--- src/rtl/erase_verify_seq.sv ---
module erase_verify_seq #(
  parameter int ADDR_W    = 18,
  parameter int DATA_W    = 8,
  parameter int PULSE_W   = 20,
  parameter int RETRY_W   = 10,
  parameter int MAX_RETRY = 1000
) (
  input  logic               clk,
  input  logic               rst_n,
  input  logic               start,
  input  logic [PULSE_W-1:0] pulse_cycles,
  input  logic               bus_rdy,
  output logic               bus_wr,
  output logic               bus_rd,
  output logic [ADDR_W-1:0]  bus_addr,
  output logic [DATA_W-1:0]  bus_wdata,
  input  logic [DATA_W-1:0]  bus_rdata,
  input  logic               bus_rvalid,
  output logic               busy,
  output logic               done,
  output logic               fail,
  output logic [ADDR_W-1:0]  fail_addr,
  output logic [RETRY_W-1:0] retry_cnt
);
  localparam logic [ADDR_W-1:0]  LAST_ADDR = {ADDR_W{1'b1}};
  localparam logic [DATA_W-1:0]  ERASED    = {DATA_W{1'b1}};
  localparam logic [DATA_W-1:0]  CMD_READ  = DATA_W'(8'h00);
  localparam logic [DATA_W-1:0]  CMD_ERASE = DATA_W'(8'h20);
  localparam logic [DATA_W-1:0]  CMD_VFY   = DATA_W'(8'hA0);
  localparam logic [RETRY_W-1:0] RETRY_TOP = RETRY_W'(MAX_RETRY);

  typedef enum logic [2:0] {
    S_IDLE, S_ARM, S_FIRE, S_SOAK, S_VCMD, S_RREQ, S_RWAIT, S_EXIT
  } st_t;

  st_t                state;
  logic [ADDR_W-1:0]  addr;
  logic [PULSE_W-1:0] soak;
  logic               bad;

  always_ff @(posedge clk or negedge rst_n) begin
    if (!rst_n) begin
      state     <= S_IDLE;
      addr      <= '0;
      soak      <= '0;
      bad       <= 1'b0;
      done      <= 1'b0;
      fail      <= 1'b0;
      fail_addr <= '0;
      retry_cnt <= '0;
    end else begin
      case (state)
        S_IDLE: if (start) begin
          state     <= S_ARM;
          addr      <= '0;
          bad       <= 1'b0;
          done      <= 1'b0;
          fail      <= 1'b0;
          fail_addr <= '0;
          retry_cnt <= '0;
        end
        S_ARM:  if (bus_rdy) state <= S_FIRE;
        S_FIRE: if (bus_rdy) begin
          state <= S_SOAK;
          soak  <= pulse_cycles;
        end
        S_SOAK: begin
          if (soak <= PULSE_W'(1)) state <= S_VCMD;
          else soak <= soak - PULSE_W'(1);
        end
        S_VCMD: if (bus_rdy) state <= S_RREQ;
        S_RREQ: if (bus_rdy) state <= S_RWAIT;
        S_RWAIT: if (bus_rvalid) begin
          if (bus_rdata == ERASED) begin
            if (addr == LAST_ADDR) state <= S_EXIT;
            else begin
              addr  <= addr + ADDR_W'(1);
              state <= S_VCMD;
            end
          end else if (retry_cnt == RETRY_TOP) begin
            bad       <= 1'b1;
            fail_addr <= addr;
            state     <= S_EXIT;
          end else begin
            retry_cnt <= retry_cnt + RETRY_W'(1);
            state     <= S_ARM;
          end
        end
        S_EXIT: if (bus_rdy) begin
          state <= S_IDLE;
          done  <= !bad;
          fail  <= bad;
        end
        default: state <= S_IDLE;
      endcase
    end
  end

  assign busy   = (state != S_IDLE);
  assign bus_wr = (state == S_ARM) || (state == S_FIRE) ||
                  (state == S_VCMD) || (state == S_EXIT);
  assign bus_rd = (state == S_RREQ);
  assign bus_addr = ((state == S_VCMD) || (state == S_RREQ)) ? addr : '0;

  always_comb begin
    case (state)
      S_ARM, S_FIRE: bus_wdata = CMD_ERASE;
      S_VCMD:        bus_wdata = CMD_VFY;
      default:       bus_wdata = CMD_READ;
    endcase
  end
endmodule

--- config.mk ---
export PLATFORM = sky130hd
export DESIGN_NAME = erase_verify_seq
export DESIGN_NICKNAME = d
export VERILOG_FILES = /design/src/rtl/erase_verify_seq.sv
export SDC_FILE = /design/constraint.sdc
export NUM_CORES = 1
export LEC_CHECK = 0
export BUFFER_PORTS_ARGS = -buffer_cell sky130_fd_sc_hd__clkbuf_2
export CAP_MARGIN = 40
export CORE_MARGIN = 1.5
export CORE_UTILIZATION = 50
export DETAILED_ROUTE_END_ITERATION = 10
export GPL_ROUTABILITY_DRIVEN = 0
export GPL_TIMING_DRIVEN = 0
export PLACE_DENSITY = 0.74
export SLEW_MARGIN = 20
export SYNTH_ARGS = -nofsm -noshare
export SYNTH_HDL_FRONTEND = slang
export SYNTH_SLANG_ARGS = --single-unit
--- constraint.sdc ---
create_clock -name clk -period 3 [get_ports clk]
set_input_delay 0.15 -clock clk [delete_from_list [all_inputs] [get_ports clk]]
set_output_delay 0.15 -clock clk [all_outputs]
set_load 0.05 [all_outputs]
Word level (Yosys, flattened, before mapping)
Cells that the tools add are included.
W data, S select, Z words.

operators by class
  add/sub/neg operators = 3
  order comparisons = 1
  equality and inequality tests = 24
  muxes and demuxes = 40
  reductions and logical operators = 17

operator list
  cell                     number
  $mux W18                 8
  $pmux W18 S2             2
  $mux W10                 4
  $mux W20                 2
  $pmux W20 S2             1
  $mux W3                  10
  $ne A2 B2 Y1 const B     14
  $pmux W3 S8              1
  $le A20 B1 Y1 const B    1
  $pmux W10 S2             1
  $sub A20 B1 Y20 const B  1
  $add A18 B1 Y18 const B  1
  $eq A18 B18 Y1 const B   1
  $pmux W8 S2              1
  $reduce_and A5 Y1        3
  $eq A3 B3 Y1 const B     4
  $add A10 B1 Y10 const B  1
  $eq A10 B10 Y1 const B   1
  $eq A8 B8 Y1 const B     1
  $reduce_and A8 Y1        1
  $eq A3 B2 Y1 const B     2
  $mux W1                  6
  $pmux W1 S2              3
  $reduce_and A3 Y1        2
  8 further kinds          13

word-level totals
  flip-flop bits (word level) = 72
  output and inout port bits = 59
  word-level logic and storage cells = 93

Depth between registers and ports, before layout
  depth after elaboration = 5
  depth in mapped cells = 9
  depth with buffers taken out = 7

Worst setup path after synthesis
Ideal clock, no wire load.

  path kind = reg-to-reg
  from = register soak[12]
  to = register state[0]
  arrival = 2.015 ns
  path slack = 0.864 ns
  cell stages (with the launch flop) = 6
  period minus slack after synthesis = 2.136 ns
  cells stage by stage = dfrtp_1 > or4_4 > or4_4 > nor4_4 > mux2i_1 > a22o_1

on the way
  longest elaborated chain between the ends = 3

ends and longest elaborated chain
  element                      line  text
  from (decl)                  38    logic [PULSE_W-1:0] soak;
  from (signal assigned)       65    soak <= pulse_cycles;
  from (signal assigned)       69    else soak <= soak - PULSE_W'(1);
  $le A20 B1 Y1                68    if (soak <= PULSE_W'(1)) state <= S_VCMD;
  $ne A2 B2 Y1 (no line)       -
  $reduce_and A8 Y1 (no line)  -
  to (signal assigned)         68
  to (signal assigned)         71    S_VCMD: if (bus_rdy) state <= S_RREQ;
  to (signal assigned)         72    S_RREQ: if (bus_rdy) state <= S_RWAIT;
  to (decl)                    36    st_t state;

Every way passes these cells.
A chain may end at the register's enable or synchronous reset.

Worst setup path after layout
  from = register soak[6]
  to = register soak[19]

on the way
  longest elaborated chain between the ends = 3
  elaborated cells between the ends (all ways) = 6
  classes of those cells = add/sub: 1; order compare: 1; eq/ne: 1; mux: 2; reduce/logical: 1

ends and longest elaborated chain
  element                                            line
  $sub A20 B1 Y20 or $le A20 B1 Y1 (tied branches)   69, 68
  $mux W20 or $ne A2 B2 Y1 (tied branches)           -
  $pmux W20 S2 or $reduce_and A3 Y1 (tied branches)  -

Parallel ways exist; a longest one is shown, timed or not. The select of a mux whose other input is x is not followed.

==> metrics.md <==
| Metric | Value |
|---|---|
| Critical Path Sink Type | flip-flop |
| Worst Path Class, Setup | reg -> reg |
| # DRC | 0 |
| Final Instance Area | 5071 sq um |
| Final setup violation count | 0 |
| Core Rows | 33 |
| Die X | 95.54 um |
| Post-synthesis sequential element count | 72 |
| Setup WS post-layout | 479.6 ps |
| Clock Latency Late Sink | 350 ps |
| Critical path's slowest cell | nor4_2 |
| CP Launch Point | soak[6] |
| HPWL after DPL | 8517 um |
| Startpoint Class | flip-flop |
| Core area | 8258 sq um |
| IO Count | 92 |
| LEAKAGE | 2.229 nW |
| Pins over their slew limit | 0 |
| Period utilization | 84.01% |
| Syn avg cell area | 8.632 sq um |
| Worst R2R Start | soak[6] |
| Vias per cell | 5.853 |
| WL/cell | 16.47 um |
| GR Overflow Total | 0 |
| Endpoints failing hold | 0 |
| Clock sinks | 72 |
| Root buffer cell | clkbuf_8 |
| Drt first pass iters | 6 |
| Synth cell count leaders | dfrtp_1, nand2_1, o21ai_0 |
| Worst slew margin | 52.03% |
| Detailed-route wire length | 11680 um |
| Async SR Flop Fraction | 100.0% |
| Final nets | 637 |
| Largest area contributor in the netlist | dfrtp_1 |
| Worst Min Path Start | pulse_cycles[4] |
| CP Buf/Inv Count | 0 |
| Crit path largest cell delay | 660 ps |
| Mapped Cells | 496 |
| Synth Cell Area | 4282 sq um |
| Flop-to-flop setup slack | 480 ps |
| Power Density | 583.9 nW/um^2 |
| Critical-path cell list | nor4_2, nand3_1, or3_1, o22a_1, o22a_1 |
| Post-synthesis sequential area ratio | 42.08% |
| Vias in the first global route | 3874 |
| Ys flop type | dfrtp_1 |
| Post-Place Worst Slack | 499.5 ps |
| Most numerous cell in the Yosys netlist | dfrtp_1 |
| Worst min-delay path class | in -> reg |
| Fmax | 396.8 MHz |
| TritonCTS clock tree | yes |
| Die area | 9127 sq um |
| Clock Path Buffers | 2 |
| CP top delay family | simple AND/OR/NAND/NOR gates |
| Resized cells post-CTS | 0 |
| Total track usage | 26.45% |
| Max VDD drop | 0.2384 mV |
| Layout cell share with drive strength beyond 1 | 22.68% |
| Synth-to-Final Area Change | 18.44% |
| Worst endpoint required time | 3240 ps |
| Initial core utilization | 51.85% |
| Outcome | finished clean |
| Cell mode on critical path | o22a_1 |
| Post-synth top area share | 42.08% |
| Clock transition at path regs | 80 ps |
| Post-synthesis cell type count | 71 |
| Cell Area, Placed | 4880 sq um |
| Setup Skew | 11.21 ps |
| Minimum clock period | 2520 ps |
| Synth area leaders | dfrtp_1, o21ai_0, nand2_1, a21oi_1, and2_1 |
| Initial antenna violation count | 0 |
| Initial DRC count | 232 |
| Max Cap Viol | 0 |
| Largest net degree at the start of global routing | 42 |
| First-pass GRT wire length | 18710 um |
| Post-CTS Setup Inserts | 0 |
| Die Y | 95.54 um |
| Setup TNS | 0 ps |
| H-tree depth | 3 |
| # diodes | 0 |
| RSZ-0062 raised after global routing | no |
| CTS Buf Count | 9 |
| Critical Path Fanout Max | 9 |
| EDFF count, synth | 0 |
| Antenna Nets Post-Route | 0 |
| Least-Margin Pin Slew | 714.1 ps |
| Crit path arrival time | 2760 ps |
| IO Port Bufs | 85 |
| Yosys warning count | 0 |
| DR vias | 4150 |
worst reg2reg max path, delay by kind of cell (launching register included):
| family | cells | cell delay [ps] |
|---|---|---|
| compound gates | 2 | 360 |
| simple gates | 3 | 1630 |
| flops | 1 | 420 |
stage by stage:
step | utilization [%] | hold WS (ps) | power (mW) | cells
final | 61.41 | 74.47 | 2.961 | 709
after global routing | 61.41 | 81.20 | 3.144 | 709
after CTS | 61.41 | 65.05 | 2.965 | 709
after detailed placement | 59.09 | 167.1 | 2.256 | 692
after global placement | 58.82 | 422.8 | 2.205 | 691
after floorplan | - | -145.6 | 1.999 | 501
logic make-up (layout without fill, tap and decap cells):
group                      count (synthesis)  count (layout)  synth area share [%]
other                                      1               6               0.08758
xor gates and xnor gates                   8               8                 1.637
muxes                                      2               2                0.4968
AOI/OAI and AO/OA                        153             153                 22.68
adders and majority gates                  5               5                 1.461
DFF                                       72              72                 42.08
buffers and inverters                     45             148                 5.055
and+or+nand+nor                          210             210                 26.51
area by class of cell:
cell class | instances | area (sq um)
fill | 764 | 3187
multi-input combinational | 384 | 2282
sequential | 72 | 1802
timing repair buffer | 87 | 457.9
buffer | 33 | 171.4
clock buffer | 10 | 137.6
tap | 105 | 131.4
inverter | 12 | 45.04
clock inverter | 6 | 43.79
layer usage:
metal / part of all wire, % / global-route usage, %
met1: 45 / 36.25
met3: 6.5 / 3.509
met2: 48 / 42.78
met4: 1.0 / 9.314
met5: 0 / 0
worst paths after layout:
kind	to	cells after the start
max in group asynchronous	addr[3]	3
min	soak[4]	3
min reg2reg	fail_addr[5]	2
max reg2reg	soak[19]	5
min in group asynchronous	soak[2]	2
max	soak[19]	5
timing repair:
item                                    CTS  global route
endpoints found under the hold margin    31             0
endpoints found under the setup margin    0             0
hold buffers                              1             0
power by group:
part	switching, mW	internal [mW]	total [mW]
Sequential	0.194	1.14	1.34
Clock	0.384	0.325	0.710
Combinational	0.560	0.356	0.916
sequential cells by signal (all words and copies together) (netlist names):
register / count
retry_cnt: 10
fail_addr: 18
state: 3
soak: 20
fail: 1
addr: 18
done: 1
bad: 1
cell usage in the layout, fill, tap and decap left out, types with 3 or more instances in the layout:
cell       count
dfrtp_1       72
o31ai_1        7
a2bb2oi_1      3
and2_1        23
buf_2          4
nor2_1        33
o21a_1         5
nor2b_1        6
nor4_1         6
buf_4          7
or2_2          3
nand3_1       18
clkbuf_2      85
xnor2_1        5
clkbuf_8      10
nor3_1        12
inv_1         12
xor2_1         3
a21oi_1       38
o211ai_1       3
clkbuf_1      18
o21ai_1        7
o22a_1         5
o2111ai_1      4
nand2_1       57
a22oi_1        3
conb_1         6
and3_1         7
a31oi_1        3
o21ai_0       45
o22ai_1        4
or3_1         14
or4_1          4
ha_1           5
nand4_1       11
No activity file was read; power rests on OpenSTA's default activity.
